## src/rtl/dram_refresh_pkg.sv

```systemverilog
`timescale 1ns/1ps
package dram_refresh_pkg;
  typedef enum logic [1:0] {
    RS_IDLE = 2'd0,
    RS_REQ  = 2'd1,
    RS_BUSY = 2'd2
  } rfsh_state_e;
endpackage

```

## src/rtl/refresh_timebase.sv

```systemverilog
`timescale 1ns/1ps
module refresh_timebase #(
  parameter int INT_CYC = 781,
  parameter int ROWS    = 4096
) (
  input  logic clk,
  input  logic rst_n,
  output logic tick_o,
  output logic win_start_o
);
  localparam int ICW = (INT_CYC > 1) ? $clog2(INT_CYC) : 1;
  localparam int SW  = (ROWS > 1) ? $clog2(ROWS) : 1;

  logic [ICW-1:0] ic_q, ic_n;
  logic [SW-1:0]  slot_q, slot_n;
  logic           ic_last, slot_last;

  assign ic_last     = (ic_q == ICW'(INT_CYC - 1));
  assign slot_last   = (slot_q == SW'(ROWS - 1));
  assign tick_o      = ic_last;
  assign win_start_o = ic_last && slot_last;

  always_comb begin
    ic_n   = ic_last ? '0 : ic_q + 1'b1;
    slot_n = slot_q;
    if (ic_last) slot_n = slot_last ? '0 : slot_q + 1'b1;
  end

  always_ff @(posedge clk or negedge rst_n) begin
    if (!rst_n) begin
      ic_q   <= '0;
      slot_q <= '0;
    end else begin
      ic_q   <= ic_n;
      slot_q <= slot_n;
    end
  end
endmodule

```

## src/rtl/refresh_backlog.sv

```systemverilog
`timescale 1ns/1ps
module refresh_backlog #(
  parameter int ROWS     = 4096,
  parameter int MAX_OWED = 8
) (
  input  logic clk,
  input  logic rst_n,
  input  logic tick_i,
  input  logic win_start_i,
  input  logic burst_req_i,
  input  logic take_i,
  output logic pending_o
);
  localparam int OW = $clog2(ROWS + 1);

  logic [OW-1:0] owed_q, owed_n;
  logic          mode_q, mode_n;

  always_comb begin
    mode_n = mode_q;
    if (win_start_i) mode_n = burst_req_i;
  end

  always_comb begin
    if (win_start_i && burst_req_i) begin
      owed_n = OW'(ROWS);
    end else begin
      owed_n = owed_q;
      if (take_i && owed_n != '0) owed_n = owed_n - 1'b1;
      if (tick_i && !mode_q && owed_n < OW'(MAX_OWED)) owed_n = owed_n + 1'b1;
    end
  end

  assign pending_o = (owed_q != '0);

  always_ff @(posedge clk or negedge rst_n) begin
    if (!rst_n) begin
      owed_q <= '0;
      mode_q <= 1'b0;
    end else begin
      owed_q <= owed_n;
      if (win_start_i) mode_q <= mode_n;
    end
  end

  AST_MODE_ONLY_AT_WINDOW: assert property (@(posedge clk) disable iff (!rst_n)
    !win_start_i |=> $stable(mode_q));

  AST_OWED_CAPPED: assert property (@(posedge clk) disable iff (!rst_n)
    (!mode_q && !win_start_i && owed_q <= OW'(MAX_OWED)) |=> owed_q <= OW'(MAX_OWED));
endmodule

```

## src/rtl/refresh_engine.sv

```systemverilog
`timescale 1ns/1ps
module refresh_engine
  import dram_refresh_pkg::*;
#(
  parameter int ROWS     = 4096,
  parameter int BUSY_CYC = 5
) (
  input  logic                                   clk,
  input  logic                                   rst_n,
  input  logic                                   pending_i,
  input  logic                                   gnt_i,
  output logic                                   req_o,
  output logic                                   busy_o,
  output logic                                   take_o,
  output logic [((ROWS > 1) ? $clog2(ROWS) : 1)-1:0] row_o
);
  localparam int RW = (ROWS > 1) ? $clog2(ROWS) : 1;
  localparam int BW = (BUSY_CYC > 1) ? $clog2(BUSY_CYC) : 1;

  rfsh_state_e   state_q, state_n;
  logic [BW-1:0] bcnt_q, bcnt_n;
  logic [RW-1:0] row_q, row_n;

  always_comb begin
    state_n = state_q;
    bcnt_n  = bcnt_q;
    row_n   = row_q;
    unique case (state_q)
      RS_IDLE: if (pending_i) state_n = RS_REQ;
      RS_REQ: begin
        if (gnt_i) begin
          state_n = RS_BUSY;
          bcnt_n  = BW'(BUSY_CYC - 1);
        end
      end
      RS_BUSY: begin
        if (bcnt_q == '0) begin
          row_n   = (row_q == RW'(ROWS - 1)) ? '0 : row_q + 1'b1;
          state_n = pending_i ? RS_REQ : RS_IDLE;
        end else begin
          bcnt_n = bcnt_q - 1'b1;
        end
      end
      default: state_n = RS_IDLE;
    endcase
  end

  assign req_o  = (state_q == RS_REQ);
  assign busy_o = (state_q == RS_BUSY);
  assign take_o = req_o && gnt_i;
  assign row_o  = row_q;

  always_ff @(posedge clk or negedge rst_n) begin
    if (!rst_n) begin
      state_q <= RS_IDLE;
      bcnt_q  <= '0;
      row_q   <= '0;
    end else begin
      state_q <= state_n;
      bcnt_q  <= bcnt_n;
      row_q   <= row_n;
    end
  end

  AST_REQ_HELD_UNTIL_GNT: assert property (@(posedge clk) disable iff (!rst_n)
    (req_o && !gnt_i) |=> req_o);

  AST_GNT_STARTS_BUSY: assert property (@(posedge clk) disable iff (!rst_n)
    (req_o && gnt_i) |=> (busy_o && !req_o));

  AST_NO_REQ_WHILE_BUSY: assert property (@(posedge clk) disable iff (!rst_n)
    !(req_o && busy_o));

  AST_ROW_STEP: assert property (@(posedge clk) disable iff (!rst_n)
    ($fell(busy_o) && $past(row_q) != RW'(ROWS - 1)) |-> row_q == $past(row_q) + 1'b1);

  AST_ROW_WRAP: assert property (@(posedge clk) disable iff (!rst_n)
    ($fell(busy_o) && $past(row_q) == RW'(ROWS - 1)) |-> row_q == '0);
endmodule

```

## src/rtl/dram_refresh_sched.sv

```systemverilog
`timescale 1ns/1ps
module dram_refresh_sched #(
  parameter int ROWS         = 4096,
  parameter int CLK_NS       = 20,
  parameter int RETENTION_NS = 64_000_000,
  parameter int REFRESH_NS   = 100,
  parameter int MAX_OWED     = 8
) (
  input  logic                                   clk,
  input  logic                                   rst_n,
  input  logic                                   burst_mode_i,
  input  logic                                   ref_gnt_i,
  output logic                                   ref_req_o,
  output logic                                   ref_busy_o,
  output logic [((ROWS > 1) ? $clog2(ROWS) : 1)-1:0] ref_row_o
);
  localparam int RET_CYC  = RETENTION_NS / CLK_NS;
  localparam int INT_CYC  = (RET_CYC / ROWS > 0) ? RET_CYC / ROWS : 1;
  localparam int BUSY_CYC = (REFRESH_NS + CLK_NS - 1) / CLK_NS;

  logic tick, win_start, pending, take;

  refresh_timebase #(.INT_CYC(INT_CYC), .ROWS(ROWS)) u_timebase (
    .clk(clk), .rst_n(rst_n), .tick_o(tick), .win_start_o(win_start)
  );

  refresh_backlog #(.ROWS(ROWS), .MAX_OWED(MAX_OWED)) u_backlog (
    .clk(clk), .rst_n(rst_n), .tick_i(tick), .win_start_i(win_start),
    .burst_req_i(burst_mode_i), .take_i(take), .pending_o(pending)
  );

  refresh_engine #(.ROWS(ROWS), .BUSY_CYC(BUSY_CYC)) u_engine (
    .clk(clk), .rst_n(rst_n), .pending_i(pending), .gnt_i(ref_gnt_i),
    .req_o(ref_req_o), .busy_o(ref_busy_o), .take_o(take), .row_o(ref_row_o)
  );
endmodule

```

## config.mk

```make
export PLATFORM = sky130hd
export DESIGN_NAME = dram_refresh_sched
export DESIGN_NICKNAME = d
export VERILOG_FILES = /design/src/rtl/dram_refresh_pkg.sv /design/src/rtl/refresh_timebase.sv /design/src/rtl/refresh_backlog.sv /design/src/rtl/refresh_engine.sv /design/src/rtl/dram_refresh_sched.sv
export SDC_FILE = /design/constraint.sdc
export NUM_CORES = 1
export LEC_CHECK = 0
export BUFFER_PORTS_ARGS = -buffer_cell sky130_fd_sc_hd__buf_4
export CELL_PAD_IN_SITES_DETAIL_PLACEMENT = 1
export CELL_PAD_IN_SITES_GLOBAL_PLACEMENT = 1
export CORE_ASPECT_RATIO = 1.5
export CORE_MARGIN = 4
export CORE_UTILIZATION = 43
export CTS_BUF_LIST = sky130_fd_sc_hd__clkbuf_8
export CTS_CLUSTER_DIAMETER = 200
export DETAILED_ROUTE_END_ITERATION = 7
export PLACE_DENSITY = 0.84
export SYNTH_ARGS = -nofsm -noshare
export SYNTH_HDL_FRONTEND = slang
export SYNTH_SLANG_ARGS = --single-unit
```

## constraint.sdc

```tcl
create_clock -name clk -period 3.5 [get_ports clk]
set_clock_uncertainty 0.05 [all_clocks]
set_input_delay 0.35 -clock clk [delete_from_list [all_inputs] [get_ports clk]]
set_output_delay 0.35 -clock clk [all_outputs]
set_load 0.005 [all_outputs]
```

==> results of run 1 <==
## power groups by stage
stage	Clock, mW	Combinational (mW)	Sequential (mW)
2_1_floorplan	0	0.455	0.817
3_3_place_gp	0	0.575	0.859
3_5_place_dp	0	0.609	0.868
4_1_cts	0.358	0.613	0.854
5_1_grt	0.377	0.685	0.870
6_report	0.341	0.605	0.854
## stage by stage
stage          power (mW)  instance area, um^2  hold slack [ns]
6_report             1.80                 3140           0.0150
3_5_place_dp         1.48                 3060            0.384
2_1_floorplan        1.27                 2830          0.00441
3_3_place_gp         1.43                 3060            0.382
4_1_cts              1.83                 3140           0.0399
5_1_grt              1.93                 3140           0.0683
## state kept, by name (all words and copies together), names as in the netlist
register,count
u_timebase.slot_q,12
u_backlog.owed_q,13
u_engine.bcnt_q,3
u_backlog.mode_q,1
u_engine.state_q,2
u_engine.row_o,12
u_timebase.ic_q,10
## per-layer routing
metal / vias up / GRT usage, %
met1: 1100 / 18.3
met5: - / 0
met3: 8 / 2.52
met2: 20 / 30.5
met4: 0 / 6.11
li1: 1056 / -
## Yosys cell counts (all sizes together), types with 2 or more instances
library cell	instances	area, um^2
or3	4	35.0
or4	2	18.8
buf	2	16.3
nand2b	3	18.8
nand4	10	68.8
nor4b	3	41.3
nor3	7	56.3
nand3	23	115
ha	9	113
inv	12	45.0
xor2	11	96.3
a21oi	8	43.8
nor4	2	18.8
a41oi	3	33.8
nor2	44	165
nand2	26	97.6
nand3b	2	15.0
nor2b	3	18.8
and3	5	32.5
and2	4	26.3
o21ai	11	55.1
xnor2	22	193
mux2i	5	50.1
dfrtp	53	1330
o31ai	2	15.0
and4	3	26.3
## logic make-up after synthesis
| logic type | after synthesis | synth area share [%] |
|---|---|---|
| fa+ha+maj | 9 | 3.98 |
| compound gates | 29 | 6.72 |
| flops | 53 | 46.8 |
| xor+xnor | 33 | 10.2 |
| mux | 5 | 1.77 |
| buf+inv | 15 | 2.30 |
| simple gates | 146 | 28.2 |
## layout make-up
type                            count  area [um^2]
Clock buffer                        5         68.8
Clock inverter                      3         17.5
Fill cell                         750         3300
Inverter                           12         45.0
Multi-Input combinational cell    222         1440
Sequential cell                    53         1330
Tap cell                           76         95.1
Timing Repair Buffer               20          150
## worst max path at each step
stage / start / endpoint / slack [ns] / cells past startpoint
6_report: u_backlog.owed_q[0] / u_backlog.owed_q[2] / 0.73 / 9
5_1_grt: u_backlog.owed_q[0] / u_backlog.owed_q[2] / 0.49 / 9
4_1_cts: u_backlog.owed_q[0] / u_backlog.owed_q[2] / 0.74 / 9
3_5_place_dp: u_backlog.owed_q[0] / u_backlog.owed_q[2] / 0.77 / 9
3_3_place_gp: u_backlog.owed_q[0] / u_backlog.owed_q[2] / 0.85 / 9
2_1_floorplan: u_backlog.owed_q[0] / u_backlog.owed_q[2] / 1.04 / 9
## worst register-to-register path, cell delays in order (launching register included)
cell,delay (ns)
dfrtp_1,0.43
inv_1,0.15
ha_1,0.19
nor4b_4,0.40
a41oi_2,0.30
xnor2_1,0.31
ha_1,0.18
inv_1,0.05
or4_4,0.52
a21oi_2,0.13
==> results, run 1 <==
- The run finished with clean final reports.
- The count of cells in the finished layout, fillers not included, comes to 391.
- The cell count of the worst reg-to-reg path is 9.
- Of the total power, the share spent switching nets is 39.2%.
- The total global-route track usage is around 16%.
- In this run the worst hold path is classified as input port to async pin.
- During synthesis, Yosys emitted a total of 0 warnings.
- Once the floorplan was initialized, standard cells occupied between 40% and 50% of the core.
- The TritonCTS clock tree is yes.
- After detailed routing, the average wire length per cell comes to around 15 um.
- The number of antenna violations at the first check in global routing is 0.
- After detailed routing, the met3 layer carries a little over 90 um of wire.
- Summed over all layers, the global routing overflow is 0.
- Setup repair after global routing left no endpoint under its margin.
- The number of placement rows is 36.
- The sum of buffers and inverters on the critical path is 2.
- The count of placed standard cells including taps is between 300 and 400.
- Leaving out fill and tap cells, the most frequent cell in the layout is dfrtp_1.
- In the routed design, unresolved DRC markers number 0.
- The critical path goes through inv_1, ha_1, nor4b_4, a41oi_2, xnor2_1, ha_1, inv_1, or4_4, a21oi_2.
- The number of max-slew violations in the final report is 0.
- The clock-pin slew reported for the worst setup and hold paths after clock tree synthesis is around 0.1 ns.
- The unique cell type count in the Yosys netlist is 50.
- The total met2 wirelength after detailed routing is ~3.4 mm.
- The count of nets left with antenna violations once routing finished came out at 0.
- The critical path required time is 3.69 ns.
- Port buffering added 17 buffers.
- Summed over all cells, the static leakage comes to between 1 and 1.5 nW.
- The fmax is 361 MHz.
- The final weighted congestion in routability-driven placement is between 0.8 and 0.9.
- The largest net degree at the start of global routing is 54.
- The core region is ~6400 um^2.
- Registers are responsible for between 40% and 50% of the overall power.
- The final layout contains routed wiring with a total length of between 6 and 7 mm.
- After layout, the minimum clock period comes to between 2 and 3 ns.
- The via count of the first global-routing pass is between 2k and 2.5k.
- After synthesis, the mean cell area works out to roughly 9.8 um^2.
- The detailed router finished its first iteration with 55 violations.
- The worst-case register-to-register setup slack is about 0.73 ns.
- After layout, the worst setup slack is about 0.73 ns.
- The H-tree generated during clock tree synthesis spans 2 levels.
- The power density relative to cell area is roughly 570 nW/um^2.
- Counting flops and latches in the post-synthesis netlist gives between 50 and 60.
- After detailed routing, no signal wire sits above met4.
- The cell area after synthesis is between 2000 and 3000 um^2.
- The predominant post-synthesis flop cell is dfrtp_1.
- The clock buffer count from CTS is 5.
- The worst slew margin relative to its limit is 55.3%.
- In this run the post-CTS setup repair buffer count came out at 0.
- Combinational logic burns about a third of the power.
- The detailed placement HPWL is approximately 4.6 mm.
- In this run the horizontal extent of the chip is roughly 74 um.
- After layout, the worst path uses between 70% and 80% of the clock period.
- CTS saw 53 sinks.
- The total of max-cap violations is 0.
- The final-report setup violation count is 0.
- The switching power summed over all nets is 705 uW.
- Using the TritonRoute via totals, the vias-per-cell ratio works out to 5.59.
- 0 antenna diodes ended up in the layout.
- In this run the critical register-to-register path is captured at u_backlog.owed_q[2].
- The clock share of power is 19.0%.
- For the worst setup path, the data arrival time is 2.97 ns.
- The die covers 7970 um^2.
- In this design, the largest share of critical-path delay is due to simple AND/OR/NAND/NOR gates.
- The number of enable flip-flop cells after synthesis is 0.
- Of all flip-flops after synthesis, the portion carrying an async set or reset was between 90% and 100%.
- After clock tree synthesis, the flow added hold-fix buffers numbering 0.
- On the worst path, the slowest cell contributes a delay of 0.52 ns.
- The library cells used most frequently in the layout, excluding fill and tap cells, are dfrtp_1, nor2_1, nand2_1.
- The post-route met1 wirelength is approximately 2.4 mm.
- The clock latency on the worst-skew pair is approximately 0.31 ns.
- The number of buffers on the longest clock path is 2.
- The largest individual stage delay along the critical path comes from the cell or4_4.
- STA classifies the critical path endpoint as a register.
- The worst register-to-register path begins at u_backlog.owed_q[0].
- The number of standard cells after synthesis is 290.
- The post-layout net count is about 330.
- The height of the die is approximately 110 um.
- The number of top-level design ports is 18.
- At the pin with the least slew margin, the transition time is 0.671 ns.
- Across all layers, the routed design uses 2184 vias.
- Cells fill slightly below 50% of the core in the end.
- Adding up every negative setup slack in the final design gives 0 ns.
- The kind of critical path is register to register.
- The register area share after synthesis is a little under half.
- The number of nets in the synthesized netlist is about 300.
- Before antenna repair, the detailed router went through 4 iterations.
- The maximum fanout count along the critical path is 7.
- The total count of hold-check failures in the final report is 0.
- The synthesis-to-layout area growth is 11.0%.
- The first-pass GRT wire length is 10.4 mm.
- The quantity of gates resized following cts is 0.
- The cell sitting at the root of the clock tree is a clkbuf_8.
- The internal power consumption is 1.09 mW.
- VDD sags by at most 0.000205 V.
- The ratio of cells with drive above 1 in the final layout is a little over an eighth.
- STA classifies the critical path startpoint as a register.
- Before CTS, the worst setup slack after placement is around 0.77 ns.
Note: power is estimated with default switching activity, not from simulation.
==> run 2: changes to the inputs <==
Clock period 3.5 ns to 2.85 ns, I/O delays scaled along.
==> results, run 2 (same netlist as run 1, synthesis figures left out) <==
- The post-route setup TNS is 0 ns (unchanged).
- The transition time at the pin with the least slew margin is 0.682 ns (+0.0114 ns).
- The synthesis-to-layout area growth is 13.5%.
- The maximum resistive drop on vdd is 0.000301 V (+47%).
- The share of the clock period used by the worst path is 93.6% (+14 points).
- The most common library cell in the layout ignoring fill and taps is dfrtp_1.
- The final design utilization is 49.9% (+1.1 points).
- The clock latency on the worst-skew pair is 0.31 ns (about the same).
- The internal power consumption is 1.43 mW (+31%).
- The static power due to leakage is 1.42 nW (+2.7%).
- The total stage count of the critical path is 10 (+1).
- The ratio of cells with drive above 1 in the final layout is 15.0% (+1.3 points).
- The overall die area came to 7970 um^2 (unchanged).
- TritonCTS built the clock tree.
- The number of placement rows is 36 (unchanged).
- The worst setup path is launched from a register.
- In this run the worst setup path terminates at u_backlog.owed_q[3].
- The family of cells with the greatest summed delay on the critical path is compound AO/OA/AOI/OAI gates.
- The number of top-level design ports is 18 (unchanged).
- The largest net degree at the start of global routing is 54 (unchanged).
- The flow ran to the end, and the final reports show no timing, DRC or antenna violations.
- The via count of the first global-routing pass was 2349 (+0.47%).
- The tree is rooted in a clkbuf_8.
- The kind of critical path is register to register.
- The clock sink count is 53 (unchanged).
- The portion of total power attributed to sequential cells is 44.9% (-2.5 points).
- The class of the tightest hold or removal check is input port to register.
- The number of max-slew violations in the final report was 0 (unchanged).
- The power density relative to cell area is 722 nW/um^2 (+26%).
- The total of max-cap violations is 0 (unchanged).
- More flip-flops sit in one register than any other, and that register is u_backlog.owed_q.
- The detailed-route vias per instance is 5.62 (+0.55%).
- The worst min-delay path startpoint is ref_gnt_i.
- The fmax is 375 MHz (+3.9%).
- The routed wire length is 6.28 mm (+3.9%).
- The CTS H-tree depth came to 2 (unchanged).
- The final-report setup violation count is 0 (unchanged).
- The detailed placement HPWL is 4.57 mm (+0.26%).
- The starting density of the core is 44.0% (unchanged).
- The detailed-router iteration count before antenna repair is 4 (unchanged).
- The overall via count from detail_route is 2224 (+1.8%).
- The clock share of power was 20.2% (+1.2 points).
- The total global-route track usage is 18.1% (+1.6 points).
- The first-pass GRT wire length is 11.3 mm (+8.7%).
- The maximum fanout count along the critical path was 7 (unchanged).
- The highest cell delay on the worst timing path is 0.43 ns (-0.09 ns).
- The most repeated library cell on the critical path is buf_4.
- The switching power as a share of total power is 38.3% (-0.90 points).
- The average wire per standard cell came to 15.8 um (+2.6%).
- In this run the critical register-to-register path is launched from u_backlog.owed_q[0].
- The final weighted congestion in routability-driven placement was 0.849 (-0.22%).
- The number of flip-flops under the largest register name is 13 (unchanged).
- The critical path goes through inv_1, ha_1, nor4b_4, buf_4, a41oi_4, buf_4, nand2_1, or4_1, a211o_2, a21oi_1.
- The placeable core region is 6440 um^2 (unchanged).
- The final global-route overflow total came to 0 (unchanged).
- The number of buffer cells added on primary ports is 17 (unchanged).
- The critical path starts at u_backlog.owed_q[0].
- The capturing element type of the critical path is a register.
- The total count of hold-check failures in the final report is 0 (unchanged).
- The count of routing violations after the opening detailed-route iteration is 105 (+91%).
- The height of the die is 107 um (unchanged).
- In this run the critical register-to-register path is captured at u_backlog.owed_q[3].
- The final routed DRC violation total is 0 (unchanged).
- The die span in x is 74.3 um (unchanged).
- The worst-case register-to-register setup slack came to 0.18 ns (-0.55 ns).
- The minimum clock period was 2.67 ns (-0.105 ns).
- The clock-pin slew reported for the worst setup and hold paths after clock tree synthesis is 0.10 ns (about the same).
- The number of buffers on the longest clock path is 2 (unchanged).
- The critical path required time is 3.03 ns (-0.66 ns).
- The number of fillers in the final layout is 751 (+0.13%).
- The sum of buffers and inverters on the critical path was 3 (+1).
- In the layout the commonest cells are dfrtp_1, nor2_1, nand2_1.
- The number of diodes added for antenna fixing came to 0 (unchanged).
- The switching power summed over all nets is 889 uW (+26%).
- The number of antenna violations at the first check in global routing is 0 (unchanged).
- The cell count of the worst reg-to-reg path was 10 (+1).
- The power share of the combinational group is 34.9% (+1.3 points).
- The standard cell with the maximum stage delay on the critical path is or4_1.
- The number of nets still failing antenna checks after routing is 0 (unchanged).
- The critical path arrival is 2.85 ns (-0.12 ns).
- The worst slew margin relative to its limit is 54.5% (-0.76 points).
- The post-layout net count came to 332 (+1.5%).
- Setup repair after global routing left no endpoint under its margin.
- The clock buffer count from CTS was 5 (unchanged).
-- run 2: timing repair --
action	in CTS	in global routing
endpoints found under the setup margin	0	1
setup buffers	0	1
endpoints found under the hold margin	53	0
hold buffers	1	0
gates resized for setup	0	2
-- run 2: stage by stage --
| stage | hold slack [ns] | setup slack, ns | instances | power (mW) | area [um^2] |
|---|---|---|---|---|---|
| after floorplan | -0.0606 | 0.386 | 290 | 1.56 | 2830 |
| after detailed placement | 0.323 | 0.172 | 386 | 1.83 | 3080 |
| after CTS | 0.0917 | 0.135 | 395 | 2.32 | 3190 |
| final | 0.104 | 0.182 | 396 | 2.32 | 3210 |
| after global routing | 0.100 | 0.0263 | 396 | 2.51 | 3210 |
| after global placement | 0.318 | 0.252 | 386 | 1.79 | 3080 |
-- run 2: power groups by stage --
stage / combinational (mW) / sequential (mW) / clock [mW]
final: 0.811 / 1.04 / 0.468
after global routing: 0.929 / 1.07 / 0.520
after CTS: 0.786 / 1.05 / 0.486
after detailed placement: 0.774 / 1.06 / 0
after global placement: 0.746 / 1.05 / 0
after floorplan: 0.559 / 1.00 / 0
-- run 2: area by class of cell --
cell class,count,area [um^2],area share [%]
multi-input combinational,222,1460,45.3
inverter,12,45.0,1.40
clock buffer,7,96.3,3.00
timing repair buffer,25,190,5.92
tap,76,95.1,2.96
sequential,53,1330,41.3
clock inverter,1,5.00,0.156
-- run 2: worst min path at each step --
stage	slack, ns	end	cells past startpoint
2_1_floorplan	-0.06	u_backlog.mode_q	0
3_3_place_gp	0.32	u_backlog.owed_q[2]	1
3_5_place_dp	0.32	u_backlog.owed_q[2]	1
4_1_cts	0.09	u_engine.state_q[0]	2
5_1_grt	0.10	u_engine.state_q[0]	2
6_report	0.10	u_engine.state_q[0]	2
-- run 2: metal layers --
layer	up-vias	global-route usage, %	share of wire [%]
met5	-	0	0
met2	25	32.3	56
li1	1063	-	-
met3	10	3.18	2.2
met4	0	6.36	2.0
met1	1126	21.2	40
==> run 3: changes to the inputs <==
Settings changed: PLACE_DENSITY 0.84 to default, PLACE_DENSITY_LB_ADDON from default to 0.1.
Clock period 2.85 ns to 2.35 ns, I/O delays scaled along.
==> results, run 3 (same netlist as run 1, synthesis figures left out) <==
- The number of max-slew violations in the final report is 0 (unchanged).
- The start of the worst register-to-register path is u_backlog.owed_q[0].
- The overall die area came to 7970 um^2 (unchanged).
- The static power due to leakage is 1.67 nW (+17%).
- Setup repair after global routing could not meet its margin everywhere.
- The share of the clock period used by the worst path is 107% (+13 points).
- The routed wire length is 8.16 mm (+30%).
- The number of top-level design ports is 18 (unchanged).
- The ratio of cells with drive above 1 in the final layout is 33.2% (+18 points).
- The average wire per standard cell came to 18.1 um (+14%).
- The total of max-cap violations came to 0 (unchanged).
- The sum of buffers and inverters on the critical path was 2 (-1).
- The worst setup slack after placement is -0.0567 ns (-0.229 ns).
- The final design utilization is 58.3% (+8.4 points).
- The flow ran to the end, but the final reports show violations.
- The clock latency on the worst-skew pair is 0.31 ns (about the same).
- The number of antenna violations at the first check in global routing is 0 (unchanged).
- The count of routing violations after the opening detailed-route iteration was 89 (-15%).
- In this run the most used layer during global routing was met2.
- The number of placement rows is 36 (unchanged).
- The cell count of the worst reg-to-reg path is 9 (-1).
- The highest cell delay on the worst timing path is 0.52 ns (+0.09 ns).
- The transition time at the pin with the least slew margin is 0.700 ns (+0.0175 ns).
- The total count of hold-check failures in the final report is 0 (unchanged).
- The critical path required time is 2.55 ns (-0.48 ns).
- The post-layout net count is 386 (+16%).
- The overall via count from detail_route is 2457 (+10%).
- The clock share of power was 15.0% (-5.2 points).
- The power density relative to cell area came to 954 nW/um^2 (+32%).
- The maximum resistive drop on vdd is 0.000332 V (+10%).
- The worst slew margin relative to its limit is 53.4% (-1.2 points).
- The met2 track demand over resource in global routing is 36.2% (+3.9 points).
- The worst flop-to-flop path endpoint is u_backlog.owed_q[2].
- The instance area after placement was 3360 um^2 (+9.3%).
- The total stage count of the critical path came to 9 (-1).
- The height of the die was 107 um (unchanged).
- The TritonCTS clock tree is yes.
- The met1 track demand over resource in global routing is 22.2% (+1.0 points).
- The placeable core region is 6440 um^2 (unchanged).
- The most repeated library cell on the critical path is a21oi_2.
- The die span in x is 74.3 um (unchanged).
- The launching element type of the critical path is a register.
- By startpoint and endpoint, the worst setup path is classified as register to register.
- The maximum fanout count along the critical path was 6 (-1).
- The largest net degree at the start of global routing came to 54 (unchanged).
- The largest register by flop count is u_backlog.owed_q.
- The standard cell with the maximum stage delay on the critical path is or4_4.
- The number of buffers on the longest clock path is 2 (unchanged).
- The first-pass GRT wire length is 12.1 mm (+7.2%).
- The internal power consumption is 2.14 mW (+49%).
- The post-route worst hold slack was 0.0655 ns (-0.0389 ns).
- The clock-pin slew reported for the worst setup and hold paths after clock tree synthesis is 0.10 ns (about the same).
- The switching power as a share of total power is 40.2% (+1.9 points).
- The critical path arrival was 2.71 ns (-0.14 ns).
- The worst hold path begins at ref_gnt_i.
- The final global-route overflow total was 0 (unchanged).
- The final routed DRC violation total is 0 (unchanged).
- STA classifies the critical path endpoint as a register.
- The minimum clock period is 2.51 ns (-0.154 ns).
- The via count of the first global-routing pass is 2551 (+8.6%).
- The min-delay analysis places its worst path in the category input port to register.
- The family of cells with the greatest summed delay on the critical path is simple AND/OR/NAND/NOR gates.
- The final reports fail on setup timing.
- The clock root buffer master is clkbuf_8.
- The synthesis-to-layout area growth is 32.7%.
- The number of buffer cells added on primary ports is 17 (unchanged).
- The portion of total power attributed to sequential cells is 34.5% (-10 points).
- The critical path goes through inv_2, ha_4, nor4b_4, buf_4, nand4_1, a21oi_2, nand4_4, or4_4, a21oi_2.
- The worst-case register-to-register setup slack is -0.16 ns (-0.35 ns).
- Leaving out fill and tap cells, the most frequent cells in the layout are buf_4, dfrtp_1, nor2_1.
- The final-report setup violation count was 4 (+4).
- The number of nets still failing antenna checks after routing is 0 (unchanged).
- The launch point of the critical path is u_backlog.owed_q[0].
- The number of flip-flops under the largest register name is 13 (unchanged).
- The detailed-route vias per instance is 5.46 (-2.8%).
- The final weighted congestion in routability-driven placement is 0.800 (-5.8%).
- The clock buffer count from CTS is 5 (unchanged).
- The number of diodes added for antenna fixing is 0 (unchanged).
- The CTS H-tree depth is 2 (unchanged).
- The detailed-router iteration count before antenna repair was 4 (unchanged).
- The starting density of the core is 44.0% (unchanged).
- The fmax is 398 MHz (+6.1%).
- The switching power summed over all nets is 1.44 mW (+62%).
- Following the worst setup path forward leads to its endpoint at u_backlog.owed_q[2].
- The detailed placement HPWL was 5.32 mm (+16%).
- The clock sink count is 53 (unchanged).
- The area of all placed cells without fillers is 3760 um^2 (+17%).
- The worst-case setup margin in the final layout is -0.164 ns (-0.346 ns).
- The total global-route track usage is 19.6% (+1.5 points).
- Leaving out fill and tap cells, the most frequent cell in the layout is buf_4.
- The power share of the combinational group is 50.5% (+16 points).
- The met3 routing resource usage after global routing is 2.62% (-0.56 points).
## run 3: cell count changes in the layout (fill, tap and decap cells not counted), sizes merged
cell,previous run,this run
buf,24,78
clkbuf,7,5
clkinvlp,0,1
inv,12,13
## run 3: timing repair
item / in CTS / in global routing
hold buffers: 1 / 0
hold endpoints to repair: 53 / 0
pin swaps: 6 / 15
resized for setup: 5 / 23
setup endpoints to repair: 4 / 4
setup buffers: 6 / 13
## run 3: how the worst min path moves through the flow
stage | endpoint | slack (ns) | cells after the start
6_report | u_engine.state_q[0] | 0.07 | 2
5_1_grt | u_engine.state_q[0] | 0.06 | 2
4_1_cts | u_engine.state_q[0] | 0.05 | 2
3_5_place_dp | u_engine.bcnt_q[1] | 0.28 | 1
3_3_place_gp | u_engine.bcnt_q[1] | 0.27 | 1
2_1_floorplan | u_backlog.mode_q | -0.11 | 0
## run 3: cell type report
type	count	area [um^2]
Multi-Input combinational cell	222	1590
Tap cell	76	95.1
Sequential cell	53	1330
Clock inverter	3	21.3
Fill cell	744	2690
Inverter	12	45.0
Clock buffer	5	68.8
Timing Repair Buffer	79	607
## run 3: per-layer routing
metal	part of all wire [%]	up-vias
li1	-	1177
met1	40	1223
met5	0	-
met4	3.9	0
met2	55	35
met3	1.6	22
## run 3: stage by stage
stage | setup TNS [ns] | total power, mW | std cells
after floorplan | -0.0285 | 1.91 | 290
after global placement | 0 | 2.50 | 422
after detailed placement | -0.0832 | 2.55 | 422
after CTS | -0.00402 | 3.19 | 437
after global routing | -1.00 | 3.81 | 450
final | -0.549 | 3.58 | 450
## run 3: power groups by stage
stage / clock (mW) / sequential [mW] / combinational [mW]
2_1_floorplan: 0 / 1.22 / 0.694
3_3_place_gp: 0 / 1.23 / 1.27
3_5_place_dp: 0 / 1.24 / 1.31
4_1_cts: 0.558 / 1.22 / 1.41
5_1_grt: 0.597 / 1.25 / 1.96
6_report: 0.539 / 1.23 / 1.81
